==> src/rtl/lkd_pkg.sv <==
package lkd_pkg;
  typedef enum logic [1:0] {ST_IDLE, ST_COLLECT, ST_BUSY} lkd_state_e;

  localparam logic [31:0] LOCK_KEY  = 32'h3D2A7F30;
  localparam int          KEY_BYTES = 4;
  localparam int          CMD_BYTES = 7;

  function automatic logic [7:0] key_byte(input logic [3:0] idx);
    logic [31:0] sh;
    sh = LOCK_KEY >> (8 * (KEY_BYTES - 1 - int'(idx)));
    return sh[7:0];
  endfunction
endpackage

==> src/rtl/lkd_spi_front.sv <==
module lkd_spi_front #(
  parameter int SYNC = 2
) (
  input  logic       clk,
  input  logic       rst,
  input  logic       spi_sck,
  input  logic       spi_cs_n,
  input  logic       spi_mosi,
  output logic       byte_vld,
  output logic [7:0] byte_o,
  output logic       cs_fall,
  output logic       cs_rise,
  output logic       partial
);
  logic [SYNC-1:0] sck_sh, cs_sh, mosi_sh;
  logic sck_s, cs_s, mosi_s, sck_d, cs_d;
  logic [2:0] bit_q;
  logic [7:0] sh_q;
  logic byte_vld_q, cs_fall_q, cs_rise_q, partial_q;

  assign sck_s  = sck_sh[SYNC-1];
  assign cs_s   = cs_sh[SYNC-1];
  assign mosi_s = mosi_sh[SYNC-1];

  always_ff @(posedge clk) begin
    if (rst) begin
      sck_sh     <= '0;
      cs_sh      <= '1;
      mosi_sh    <= '0;
      sck_d      <= 1'b0;
      cs_d       <= 1'b1;
      bit_q      <= '0;
      sh_q       <= '0;
      byte_vld_q <= 1'b0;
      cs_fall_q  <= 1'b0;
      cs_rise_q  <= 1'b0;
      partial_q  <= 1'b0;
    end else begin
      sck_sh     <= {sck_sh[SYNC-2:0], spi_sck};
      cs_sh      <= {cs_sh[SYNC-2:0], spi_cs_n};
      mosi_sh    <= {mosi_sh[SYNC-2:0], spi_mosi};
      sck_d      <= sck_s;
      cs_d       <= cs_s;
      cs_fall_q  <= cs_d & ~cs_s;
      cs_rise_q  <= ~cs_d & cs_s;
      byte_vld_q <= 1'b0;
      if (~cs_d & cs_s) partial_q <= (bit_q != 3'd0);
      if (cs_s) begin
        bit_q <= '0;
      end else if (sck_s & ~sck_d) begin
        sh_q  <= {sh_q[6:0], mosi_s};
        bit_q <= bit_q + 3'd1;
        if (bit_q == 3'd7) byte_vld_q <= 1'b1;
      end
    end
  end

  assign byte_vld = byte_vld_q;
  assign byte_o   = sh_q;
  assign cs_fall  = cs_fall_q;
  assign cs_rise  = cs_rise_q;
  assign partial  = partial_q;
endmodule

==> src/rtl/lkd_cmd_fsm.sv <==
module lkd_cmd_fsm
  import lkd_pkg::*;
#(
  parameter int ADDR_W    = 24,
  parameter int SEC_LSB   = 16,
  parameter int SEC_BITS  = 6,
  parameter int TP_CYCLES = 1000
) (
  input  logic                clk,
  input  logic                rst,
  input  logic                byte_vld,
  input  logic [7:0]          byte_i,
  input  logic                cs_fall,
  input  logic                cs_rise,
  input  logic                partial,
  output logic                busy,
  output logic                lock_set,
  output logic [SEC_BITS-1:0] lock_sec
);
  localparam int TW = $clog2(TP_CYCLES + 1);
  localparam logic [3:0] C_KEY = 4'(KEY_BYTES);
  localparam logic [3:0] C_CMD = 4'(CMD_BYTES);
  localparam logic [3:0] C_MAX = 4'(CMD_BYTES + 1);

  lkd_state_e          state_q;
  logic [3:0]          cnt_q;
  logic                key_ok_q;
  logic [ADDR_W-1:0]   addr_q;
  logic [TW-1:0]       tmr_q;
  logic                lock_set_q;
  logic [SEC_BITS-1:0] sec_q;

  always_ff @(posedge clk) begin
    if (rst) begin
      state_q    <= ST_IDLE;
      cnt_q      <= '0;
      key_ok_q   <= 1'b0;
      addr_q     <= '0;
      tmr_q      <= '0;
      lock_set_q <= 1'b0;
      sec_q      <= '0;
    end else begin
      lock_set_q <= 1'b0;
      case (state_q)
        ST_IDLE: begin
          if (cs_fall) begin
            state_q  <= ST_COLLECT;
            cnt_q    <= '0;
            key_ok_q <= 1'b1;
          end
        end
        ST_COLLECT: begin
          if (cs_rise) begin
            if (key_ok_q && cnt_q == C_CMD && !partial) begin
              state_q <= ST_BUSY;
              tmr_q   <= TW'(TP_CYCLES - 1);
              sec_q   <= addr_q[SEC_LSB +: SEC_BITS];
            end else begin
              state_q <= ST_IDLE;
            end
          end else if (byte_vld) begin
            if (cnt_q < C_KEY && byte_i != key_byte(cnt_q)) key_ok_q <= 1'b0;
            addr_q <= {addr_q[ADDR_W-9:0], byte_i};
            if (cnt_q != C_MAX) cnt_q <= cnt_q + 4'd1;
          end
        end
        ST_BUSY: begin
          if (tmr_q == '0) begin
            state_q    <= ST_IDLE;
            lock_set_q <= 1'b1;
          end else begin
            tmr_q <= tmr_q - TW'(1);
          end
        end
        default: state_q <= ST_IDLE;
      endcase
    end
  end

  assign busy     = (state_q == ST_BUSY);
  assign lock_set = lock_set_q;
  assign lock_sec = sec_q;

  // Checker counter: length of the current busy run
  int run_q;
  always_ff @(posedge clk) begin
    if (rst)       run_q <= 0;
    else if (busy) run_q <= run_q + 1;
    else           run_q <= 0;
  end


  busy_len_chk: assert property (@(posedge clk) disable iff (rst)
    $fell(busy) |-> run_q == TP_CYCLES);


  busy_start_chk: assert property (@(posedge clk) disable iff (rst)
    $rose(busy) |-> ($past(cnt_q) == C_CMD && $past(key_ok_q) && !$past(partial)));
endmodule

==> src/rtl/lkd_lock_bank.sv <==
module lkd_lock_bank #(
  parameter int ADDR_W   = 24,
  parameter int SEC_LSB  = 16,
  parameter int SEC_BITS = 6
) (
  input  logic                      clk,
  input  logic                      pwr_on_clr,
  input  logic                      lock_set,
  input  logic [SEC_BITS-1:0]       lock_sec,
  input  logic [ADDR_W-1:0]         chk_addr,
  output logic [(1<<SEC_BITS)-1:0]  lock_vec,
  output logic                      write_permit
);
  localparam int NSEC = 1 << SEC_BITS;

  logic [NSEC-1:0] lock_q;

  for (genvar s = 0; s < NSEC; s++) begin : g_sec
    always_ff @(posedge clk) begin
      if (pwr_on_clr)
        lock_q[s] <= 1'b0;
      else if (lock_set && lock_sec == SEC_BITS'(s))
        lock_q[s] <= 1'b1;
    end
  end

  logic unused_addr_bits;
  assign unused_addr_bits = ^chk_addr;

  assign lock_vec     = lock_q;
  assign write_permit = ~lock_q[chk_addr[SEC_LSB +: SEC_BITS]];


  sticky_chk: assert property (@(posedge clk) disable iff (pwr_on_clr)
    !$past(pwr_on_clr) |-> ((lock_q & $past(lock_q)) == $past(lock_q)));


  single_sector_chk: assert property (@(posedge clk) disable iff (pwr_on_clr)
    !$past(pwr_on_clr) |-> $countones(lock_q ^ $past(lock_q)) <= 1);
endmodule

==> src/rtl/lockdown_unit.sv <==
module lockdown_unit #(
  parameter int ADDR_W    = 24,
  parameter int SEC_LSB   = 16,
  parameter int SEC_BITS  = 6,
  parameter int TP_CYCLES = 1000,
  parameter int SYNC      = 2
) (
  input  logic                     clk,
  input  logic                     rst,
  input  logic                     pwr_on_clr,
  input  logic                     spi_sck,
  input  logic                     spi_cs_n,
  input  logic                     spi_mosi,
  output logic                     busy,
  output logic [(1<<SEC_BITS)-1:0] lock_vec,
  input  logic [ADDR_W-1:0]        chk_addr,
  output logic                     write_permit
);
  logic                byte_vld, cs_fall, cs_rise, partial, lock_set;
  logic [7:0]          byte_w;
  logic [SEC_BITS-1:0] lock_sec;

  lkd_spi_front #(.SYNC(SYNC)) u_front (
    .clk(clk), .rst(rst), .spi_sck(spi_sck), .spi_cs_n(spi_cs_n),
    .spi_mosi(spi_mosi), .byte_vld(byte_vld), .byte_o(byte_w),
    .cs_fall(cs_fall), .cs_rise(cs_rise), .partial(partial));

  lkd_cmd_fsm #(.ADDR_W(ADDR_W), .SEC_LSB(SEC_LSB), .SEC_BITS(SEC_BITS),
                .TP_CYCLES(TP_CYCLES)) u_fsm (
    .clk(clk), .rst(rst), .byte_vld(byte_vld), .byte_i(byte_w),
    .cs_fall(cs_fall), .cs_rise(cs_rise), .partial(partial),
    .busy(busy), .lock_set(lock_set), .lock_sec(lock_sec));

  lkd_lock_bank #(.ADDR_W(ADDR_W), .SEC_LSB(SEC_LSB), .SEC_BITS(SEC_BITS)) u_bank (
    .clk(clk), .pwr_on_clr(pwr_on_clr), .lock_set(lock_set),
    .lock_sec(lock_sec), .chk_addr(chk_addr), .lock_vec(lock_vec),
    .write_permit(write_permit));


  lock_after_busy_chk: assert property (@(posedge clk) disable iff (rst || pwr_on_clr)
    (!$past(pwr_on_clr) && lock_vec != $past(lock_vec)) |-> (!$past(busy) && $past(busy, 2)));
endmodule

==> config.mk <==
export PLATFORM = sky130hd
export DESIGN_NAME = lockdown_unit
export DESIGN_NICKNAME = d
export VERILOG_FILES = /design/src/rtl/lkd_pkg.sv /design/src/rtl/lkd_spi_front.sv /design/src/rtl/lkd_cmd_fsm.sv /design/src/rtl/lkd_lock_bank.sv /design/src/rtl/lockdown_unit.sv
export SDC_FILE = /design/constraint.sdc
export NUM_CORES = 1
export LEC_CHECK = 0
export BUFFER_PORTS_ARGS = -buffer_cell sky130_fd_sc_hd__buf_2
export CELL_PAD_IN_SITES_DETAIL_PLACEMENT = 2
export CELL_PAD_IN_SITES_GLOBAL_PLACEMENT = 2
export CORE_UTILIZATION = 30
export CTS_BUF_LIST = sky130_fd_sc_hd__clkbuf_8 sky130_fd_sc_hd__clkbuf_16
export DETAILED_ROUTE_END_ITERATION = 10
export MAX_ROUTING_LAYER = met4
export PLACE_DENSITY = 0.74
export SKIP_CTS_REPAIR_TIMING = 1
export SLEW_MARGIN = 15
export SYNTH_ARGS = -nofsm -noshare
export SYNTH_HDL_FRONTEND = slang
export SYNTH_HIERARCHICAL = 1
export SYNTH_SLANG_ARGS = --single-unit
==> constraint.sdc <==
create_clock -name clk -period 1.53 [get_ports clk]
set_input_delay 0.153 -clock clk [delete_from_list [all_inputs] [get_ports clk]]
set_output_delay 0.153 -clock clk [all_outputs]
set_load 0.01 [all_outputs]
==> impl_metrics.py, run 1 <==
metrics = {
    "sta": {
        "period_needed_ns": 2.20,
        "hold_viol": 0,
        "slew_headroom_pct": 61.4,
        "setup_ws_ns": -0.674,
        "worst_slew_pin_slew_ns": 0.576,
        "clock_skew_ns": 0.00983,
        "fmax_mhz": 454,
        "rsz0062_at_grt": "yes",
        "fin_setup_tns_ns": -3.65,
        "slew_violations": 0,
        "fin_hold_ws_ns": 0.188,
        "fin_crit_sh_pct": 144,
        "setup_viol": 25,
    },
    "place": {
        "gp_congestion": 0.821,
        "place_area_mm2": 0.00666,
        "post-dp-hpwl_um": 13900,
        "dp_slack_ns": -0.363,
        "io_buffers": 77,
    },
    "global_routing": {
        "track_usage_pct": 24.1,
        "overflow": 0,
        "antenna_found_initial": 0,
        "grt_pass1_vias": 5840,
        "grt_pass1_wl_um": 32300,
        "grt_max_degree": 65,
    },
    "synthesis": {
        "async_flop_share_pct": 0,
        "netlist_area_mm2": 0.00535,
        "yosysWarnings": 6,
        "syn_nets": 632,
        "synth_top_area_share_pct": 48.2,
        "postSynthCellCount": 596,
        "netlist-cell-type-count": 58,
        "yosysTopAreaCell": "dfxtp_1",
        "synth.area.top_cells": "dfxtp_1 48%, a21oi_1 9.7%, nor2_1 6.9%",
        "yosys_most_used_dff": "dfxtp_1",
        "synth_edf_count": 0,
        "postSynthAreaPerCell_um2": 8.98,
        "synth-seq-area-share_pct": 48.2,
        "synth_seq_cells": 129,
    },
    "route": {
        "wl_per_cell_um": 25.1,
        "wirelength_um": 25600,
        "drc_errors": 0,
        "vias_per_cell": 5.46,
        "dr.pass1.iters": 4,
        "vias": 5560,
        "drt_iter0_markers": 349,
        "ant_nets": 0,
    },
    "power": {
        "swShare_pct": 22.4,
        "irDropWorstVdd_uv": 845,
        "power_frac_comb_pct": 3.2,
        "p_seq_share_pct": 40.2,
        "pwr_density_cell_mw_per_mm2": 1070,
        "p_leak_nw": 3.35,
        "total_power_mw": 8.40,
        "pwr-share-clk_pct": 56.6,
        "switching_power_mw": 1.88,
        "p_int_mw": 6.52,
    },
    "clock_network": {
        "clockRootBuffer": "clkbuf_16",
        "cts_sinks": 129,
        "clk_latency_ns": 0.44,
        "numCtsBuffers": 17,
        "clockBufferDepth": 2,
        "cts.clk_slew.worst_paths_ns": 0.06,
        "cts-htree-levels": 4,
        "cts_tree": "done",
    },
    "critical_path": {
        "crit_buf_inv": 1,
        "rr_endpoint": "u_fsm/tmr_q[2]",
        "start_kind": "flop",
        "critPathKind": "flop to output pin",
        "path_cells": "mux4_2, mux2i_2, mux2i_1, o21ai_1, a31o_1, buf_2",
        "cp.arrival_ns": 2.05,
        "critPathCaptureType": "output pin",
        "r2r-start": "u_fsm/cnt_q[0]",
        "reg2reg_depth": 7,
        "cp_slowest_cell": "mux4_2",
        "cpPeakStageDelay_ns": 0.49,
        "crit_required_ns": 1.38,
        "critPathLaunch": "u_bank/lock_vec[36]",
        "rrSetupSlack_ns": -0.30,
        "crit_family": "multiplexers",
        "path_max_fanout": 2,
    },
    "die": {
        "die_w_um": 136,
        "dieArea_mm2": 0.0184,
        "core_mm2": 0.0174,
        "num_rows": 48,
        "die_y_um": 136,
        "initial_core_util_pct": 30.8,
        "ioPinCount": 96,
    },
    "worst_hold_path": {
        "min_path_cells": 2,
        "hold_path.class": "primary input to flop",
        "hold_path_end": "u_front/sck_sh[0]",
        "min_from": "rst",
    },
    "final_layout": {
        "insertedDiodeCount": 0,
        "layout_commonest_cell": "dfxtp_1",
        "final_cell_mix": "114 x dfxtp_1, 106 x buf_4, 100 x a21oi_1",
        "area_delta_synth_final_pct": 47.3,
        "fin_area_mm2": 0.00789,
        "layout.nets": 816,
        "drive_above_1_share_pct": 41.1,
    },
    "run_status": {
        "status": "finished with violations",
        "failed_checks": "negative setup slack",
    },
    "run": {
        "drv_cap": 0,
    },
}
[routing by layer]
layer	global-route usage, %	wire [um]
met4	8.68	640
met3	3.97	986
met2	42.7	13500
met5	-	0
met1	27.2	10400
[power by group through the flow]
stage / Combinational, mW / Clock (mW) / Sequential (mW)
floorplan: 0.141 / 0 / 3.45
global route: 0.276 / 4.94 / 3.38
global placement: 0.215 / 0 / 3.45
detailed placement: 0.227 / 0 / 3.45
CTS: 0.235 / 4.71 / 3.38
finish: 0.265 / 4.76 / 3.38
[how the worst max path moves through the flow]
stage | to | depth (start not counted)
3_3_place_gp | write_permit | 8
6_report | write_permit | 6
4_1_cts | write_permit | 6
5_1_grt | write_permit | 5
3_5_place_dp | write_permit | 7
2_1_floorplan | u_fsm/tmr_q[9] | 5
[layout make-up]
cell class	instances	area, um2
multi-input cells	423	2880
inverters	9	43.8
flip-flops and latches	129	2610
clock inverters	15	239
well taps	225	282
clock buffers	17	425
repair buffers	200	1410
fillers	1770	9470
[worst register-to-register path, stage by stage (launching register included)]
cell and delay (ns):
dfxtp_4 0.38, ha_4 0.14, nand3b_1 0.16, o22ai_4 0.28
buf_4 0.19, o21ai_4 0.07, or2_2 0.30, a31oi_1 0.21
[flip-flops by register name, indices dropped and copies added (netlist names)]
signal,count
u_bank/lock_vec,64
u_fsm/addr_q,18
u_fsm/tmr_q,10
u_front/byte_o,8
u_fsm/lock_sec,6
u_fsm/cnt_q,4
u_front/bit_q,3
u_front/cs_sh,2
u_front/mosi_sh,2
u_front/sck_sh,2
u_fsm/state_q,2
u_front/byte_vld,1
u_front/cs_d,1
u_front/cs_fall,1
u_front/cs_rise,1
u_front/partial,1
u_front/sck_d,1
u_fsm/key_ok_q,1
u_fsm/lock_set,1
[metrics by stage]
stage	util, %	instances
after global placement	38.4	963
after floorplan	-	596
final	45.4	1018
after global routing	45.4	1018
after detailed placement	38.4	963
after CTS	42.2	995
[synth_stat cells, types with 2 or more instances]
library cell	count
dfxtp_1	129
nor2_1	99
nor2b_1	9
o21ai_0	9
inv_1	9
a31oi_1	2
nand2b_1	11
xor2_1	8
mux2i_1	16
ha_1	6
buf_6	3
and3b_1	2
xnor2_1	2
a22oi_1	3
buf_4	2
nor4_1	3
nand2_1	62
clkbuf_1	24
buf_2	6
and3_1	3
nor3b_1	2
nand3b_1	3
mux4_1	6
or2_2	6
nor3_1	17
o21ai_2	3
a211oi_1	5
nand3_1	5
mux4_2	8
nor4bb_1	2
a21oi_1	104
[cells by family (layout without fill, tap and decap cells)]
| family | after synthesis | after routing | synth area share [%] |
|---|---|---|---|
| DFF | 129 | 129 | 48.2 |
| AOI/OAI and AO/OA | 138 | 138 | 14.5 |
| muxes | 31 | 31 | 9.51 |
| xor gates and xnor gates | 10 | 10 | 1.64 |
| buffers and inverters | 44 | 241 | 3.79 |
| adders and majority gates | 6 | 6 | 1.40 |
| and+or+nand+nor | 238 | 238 | 20.9 |
(Power assumes the default switching activity.)
==> inputs of run 2 (changes only) <==
--- a/config.mk
+++ b/config.mk
@@ -8,9 +8,11 @@
 export BUFFER_PORTS_ARGS = -buffer_cell sky130_fd_sc_hd__buf_2
 export CELL_PAD_IN_SITES_DETAIL_PLACEMENT = 2
 export CELL_PAD_IN_SITES_GLOBAL_PLACEMENT = 2
+export CORE_ASPECT_RATIO = 1.5
 export CORE_UTILIZATION = 30
 export CTS_BUF_LIST = sky130_fd_sc_hd__clkbuf_8 sky130_fd_sc_hd__clkbuf_16
 export DETAILED_ROUTE_END_ITERATION = 10
+export HOLD_SLACK_MARGIN = 0.05
 export MAX_ROUTING_LAYER = met4
 export PLACE_DENSITY = 0.74
 export SKIP_CTS_REPAIR_TIMING = 1
==> run 2 against run 1 <==
  * The run ends with design-rule violations, negative setup slack left
  * Clock power shrank 11%
  * Final cell count shrank 0.20%
  * Power shrank 6.3%
  * Via count shrank 5.1%
  * Sequential power is essentially flat
  * Maximum frequency grew 0.80%
==> impl_metrics.py, run 2 (synthesized netlist as in run 1, its figures left out) <==
metrics = {
    "die": {
        "core_mm2": 0.0174,
        "dieArea_mm2": 0.0184,
        "ioPinCount": 96,
        "die_w_um": 111,
        "initial_core_util_pct": 30.7,
        "num_rows": 59,
        "die_y_um": 166,
    },
    "route": {
        "wl_per_cell_um": 21.7,
        "vias_per_cell": 5.19,
        "drt_iter0_markers": 176,
        "wirelength_um": 22100,
        "ant_nets": 0,
        "dr.pass1.iters": 8,
        "drc_errors": 22,
        "vias": 5277,
    },
    "sta": {
        "clock_skew_ns": 0.0119,
        "rsz0062_at_grt": "yes",
        "fin_crit_sh_pct": 143,
        "fin_setup_tns_ns": -3.65,
        "hold_viol": 0,
        "setup_ws_ns": -0.656,
        "period_needed_ns": 2.19,
        "fmax_mhz": 457,
        "worst_slew_pin_slew_ns": 0.704,
        "slew_violations": 0,
        "setup_viol": 21,
        "slew_headroom_pct": 52.8,
    },
    "final_layout": {
        "largest_reg_flops": 64,
        "insertedDiodeCount": 0,
        "fin_area_mm2": 0.00787,
        "multi_input_area_mm2": 0.00285,
        "layout.nets": 826,
        "final_cell_mix": "117 x dfxtp_1, 114 x buf_4, 98 x a21oi_1",
        "area_delta_synth_final_pct": 46.9,
        "seq_area_mm2": 0.00260,
        "fill_cells": 1910,
        "drive_above_1_share_pct": 40.5,
        "layout_commonest_cell": "dfxtp_1",
    },
    "run": {
        "drv_cap": 0,
    },
    "critical_path": {
        "start_kind": "flop",
        "path_cells": "mux4_2, mux2_4, a22o_1, nand2_1, a31o_1, buf_2",
        "critPathCaptureType": "output pin",
        "cpPeakStageDelay_ns": 0.47,
        "cp_slowest_cell": "mux4_2",
        "cp.arrival_ns": 2.03,
        "rrSetupSlack_ns": -0.35,
        "crit_required_ns": 1.38,
        "critPathKind": "flop to output pin",
        "path_max_fanout": 2,
    },
    "place": {
        "io_buffers": 77,
        "post-dp-hpwl_um": 14600,
        "place_area_mm2": 0.00673,
        "gp_congestion": 0.905,
    },
    "clock_network": {
        "clk_latency_ns": 0.44,
        "cts_tree": "done",
        "clockRootBuffer": "clkbuf_16",
        "cts.clk_slew.worst_paths_ns": 0.06,
        "clockBufferDepth": 2,
        "cts_sinks": 129,
        "cts-htree-levels": 4,
        "numCtsBuffers": 17,
    },
    "run_status": {
        "status": "finished with violations",
        "failed_checks": "design-rule violations, negative setup slack",
    },
    "worst_hold_path": {
        "hold_path.class": "primary input to flop",
    },
    "power": {
        "irDropWorstVdd_uv": 543,
        "p_leak_nw": 3.44,
        "pwr_density_cell_mw_per_mm2": 1000,
    },
    "global_routing": {
        "track_usage_pct": 23.4,
        "grt_pass1_wl_um": 31400,
        "antenna_found_initial": 0,
        "overflow": 0,
        "grt_max_degree": 65,
        "grt_pass1_vias": 5697,
    },
}
[run 2: cell types whose count changed in the layout (fill, tap and decap cells not counted), sizes merged]
cell      before  now
inv            9   12
bufinv         6    3
clkbuf        18   19
clkinvlp       4    3
buf          196  206
[run 2: final cells by class]
class                   instances  share of cell area, %
flip-flops and latches        129                   33.0
clock buffers                  18                   5.58
well taps                     213                   3.39
clock inverters                14                   2.10
multi-input cells             423                   36.3
repair buffers                210                   19.2
inverters                       9                  0.430
[run 2: power breakdown]
part | switching [mW] | internal [mW] | leakage, nW
clock | 1.63 | 2.59 | 0.295
sequential | 0.0110 | 3.37 | 1.05
combinational | 0.153 | 0.112 | 2.09
[run 2: final timing paths]
kind | start | to | cells past startpoint
setup / recovery | u_bank/lock_vec[15] | write_permit | 6
hold / removal | rst | u_front/mosi_sh[0] | 2
hold reg to reg | u_front/cs_sh[0] | u_front/cs_sh[1] | 1
setup reg to reg | u_fsm/tmr_q[6] | u_fsm/tmr_q[4] | 6
[run 2: layer usage]
metal  global-route usage [%]  vias up  share of wire (%)
li1                         -     2456                  -
met1                     21.3     2652                 34
met2                     45.1      117                 58
met3                     4.31       52                3.0
met4                     14.4        0                4.8
met5                        -        -                  0
[run 2: stage by stage]
step	util [%]	power, mW	instances	worst slack (ns)	hold WS [ns]
2_1_floorplan	-	3.59	596	-0.0996	0.225
3_3_place_gp	38.7	3.68	963	-0.322	0.342
3_5_place_dp	38.7	3.69	963	-0.361	0.340
4_1_cts	42.1	7.92	995	-0.681	-0.120
5_1_grt	45.1	8.11	1016	-0.704	0.146
6_report	45.1	7.87	1016	-0.656	0.139
[run 2: critical path, delay by kind of cell, from the launching register on]
family          cells  cell delay, ns
simple gates        1            0.06
buf+inv             1            0.13
flops               1            0.34
compound gates      2            0.31
mux                 2            0.76
==> inputs of run 3 (changes only) <==
--- a/config.mk
+++ b/config.mk
@@ -16,6 +16,7 @@
 export MAX_ROUTING_LAYER = met4
 export PLACE_DENSITY = 0.74
 export SKIP_CTS_REPAIR_TIMING = 1
+export SKIP_LAST_GASP = 1
 export SLEW_MARGIN = 15
 export SYNTH_ARGS = -nofsm -noshare
 export SYNTH_HDL_FRONTEND = slang
==> run 3 against run 2 <==
  * Largest power group unchanged
  * Critical endpoint unchanged
  * The run still ends with design-rule violations, negative setup slack left
  * Highest routed layer unchanged
  * Critical path type unchanged
  * Flip-flop and latch count stayed put
  * Combinational power hardly changed
  * Global-route usage stayed put
  * First-iteration DRC count is 4.5% higher
==> impl_metrics.py, run 3 (synthesized netlist as in run 1, its figures left out) <==
metrics = {
    "critical_path": {
        "cpPeakStageDelay_ns": 0.47,
        "reg2reg_depth": 5,
        "critPathCaptureType": "output pin",
        "r2r-start": "u_fsm/tmr_q[6]",
        "cp_slowest_cell": "mux4_2",
        "start_kind": "flop",
        "crit_buf_inv": 1,
        "rrSetupSlack_ns": -0.32,
        "path_cells": "mux4_2, mux2_4, a22o_1, nand2_1, a31o_1, buf_2",
        "rr_endpoint": "u_fsm/tmr_q[9]",
        "cp.arrival_ns": 2.03,
        "path_max_fanout": 2,
        "crit_family": "multiplexers",
        "crit_required_ns": 1.38,
        "critPathKind": "flop to output pin",
    },
    "place": {
        "io_buffers": 77,
        "dp_cells": 963,
        "place_area_mm2": 0.00673,
        "gp_congestion": 0.905,
        "post-dp-hpwl_um": 14600,
    },
    "power": {
        "p_leak_nw": 3.43,
        "pwr_density_cell_mw_per_mm2": 1000,
        "irDropWorstVdd_uv": 596,
    },
    "run_status": {
        "failed_checks": "design-rule violations, negative setup slack",
        "status": "finished with violations",
    },
    "route": {
        "vias": 5291,
        "dr.pass1.iters": 7,
        "wirelength_um": 22100,
        "ant_nets": 0,
        "drc_errors": 22,
        "wl_per_cell_um": 21.8,
        "vias_per_cell": 5.21,
        "drt_iter0_markers": 184,
    },
    "final_layout": {
        "multi_input_area_mm2": 0.00284,
        "fill_cells": 1903,
        "area_delta_synth_final_pct": 46.6,
        "layout_commonest_cell": "dfxtp_1",
        "drive_above_1_share_pct": 40.1,
        "insertedDiodeCount": 0,
        "layout.nets": 826,
        "largest_reg_flops": 64,
        "fin_area_mm2": 0.00785,
        "final_cell_mix": "117 x dfxtp_1, 114 x buf_4, 100 x a21oi_1",
        "seq_area_mm2": 0.00260,
        "stdcell_count": 1016,
    },
    "sta": {
        "hold_viol": 0,
        "fin_setup_tns_ns": -3.93,
        "fin_crit_sh_pct": 143,
        "slew_headroom_pct": 53.4,
        "slew_violations": 0,
        "rsz0062_at_grt": "yes",
        "setup_ws_ns": -0.657,
        "fmax_mhz": 457,
        "setup_viol": 31,
        "worst_slew_pin_slew_ns": 0.695,
        "clock_skew_ns": 0.0133,
        "period_needed_ns": 2.19,
    },
    "die": {
        "core_mm2": 0.0174,
        "initial_core_util_pct": 30.7,
        "dieArea_mm2": 0.0184,
        "num_rows": 59,
        "ioPinCount": 96,
        "die_w_um": 111,
        "die_y_um": 166,
    },
    "worst_hold_path": {
        "hold_path.class": "primary input to flop",
        "min_path_cells": 2,
        "min_from": "rst",
        "hold_path_end": "u_front/mosi_sh[0]",
    },
    "clock_network": {
        "clockRootBuffer": "clkbuf_16",
        "cts_sinks": 129,
        "clk_latency_ns": 0.44,
        "clockBufferDepth": 2,
        "cts-htree-levels": 4,
        "numCtsBuffers": 17,
        "cts_tree": "done",
        "cts.clk_slew.worst_paths_ns": 0.06,
    },
    "global_routing": {
        "overflow": 0,
        "grt_pass1_vias": 5697,
        "antenna_found_initial": 0,
        "grt_pass1_wl_um": 31400,
        "grt_max_degree": 65,
        "track_usage_pct": 23.4,
    },
    "run": {
        "drv_cap": 0,
    },
}
[run 3: cell counts in the layout (fill, tap and decap cells not counted)]
No cell type changed its count.
[run 3: area by class of cell]
class                   count  area share, %
well taps                 213           3.40
inverters                   9          0.431
clock inverters            14           2.10
multi-input cells         423           36.2
clock buffers              18           5.60
flip-flops and latches    129           33.1
repair buffers            210           19.1
[run 3: per-layer routing]
metal,routed length [um],up-vias,track usage [%]
met1,7710,2650,21.3
met4,1140,0,14.4
met2,12700,128,45.1
met3,630,55,4.31
li1,-,2458,-
met5,0,-,-
[run 3: power by group]
part	leakage (nW)	switching (mW)	internal (mW)
clock network	0.295	1.64	2.59
logic	2.09	0.153	0.112
registers	1.05	0.0101	3.37
[run 3: worst max path at each step]
| stage | startpoint | to | cells past startpoint |
|---|---|---|---|
| after floorplan | u_fsm/tmr_q[6] | u_fsm/tmr_q[9] | 5 |
| after global placement | chk_addr[16] | write_permit | 8 |
| after detailed placement | chk_addr[16] | write_permit | 8 |
| after CTS | u_bank/lock_vec[15] | write_permit | 6 |
| after global routing | u_bank/lock_vec[15] | write_permit | 6 |
| final | u_bank/lock_vec[15] | write_permit | 6 |
[run 3: stage by stage]
step / hold slack, ns / util [%] / worst slack, ns / total power, mW
after detailed placement: 0.340 / 38.7 / -0.361 / 3.69
after global placement: 0.342 / 38.7 / -0.322 / 3.68
after floorplan: 0.225 / - / -0.0996 / 3.59
after CTS: -0.120 / 42.1 / -0.681 / 7.92
final: 0.154 / 45.0 / -0.657 / 7.88
after global routing: 0.157 / 45.0 / -0.704 / 8.11
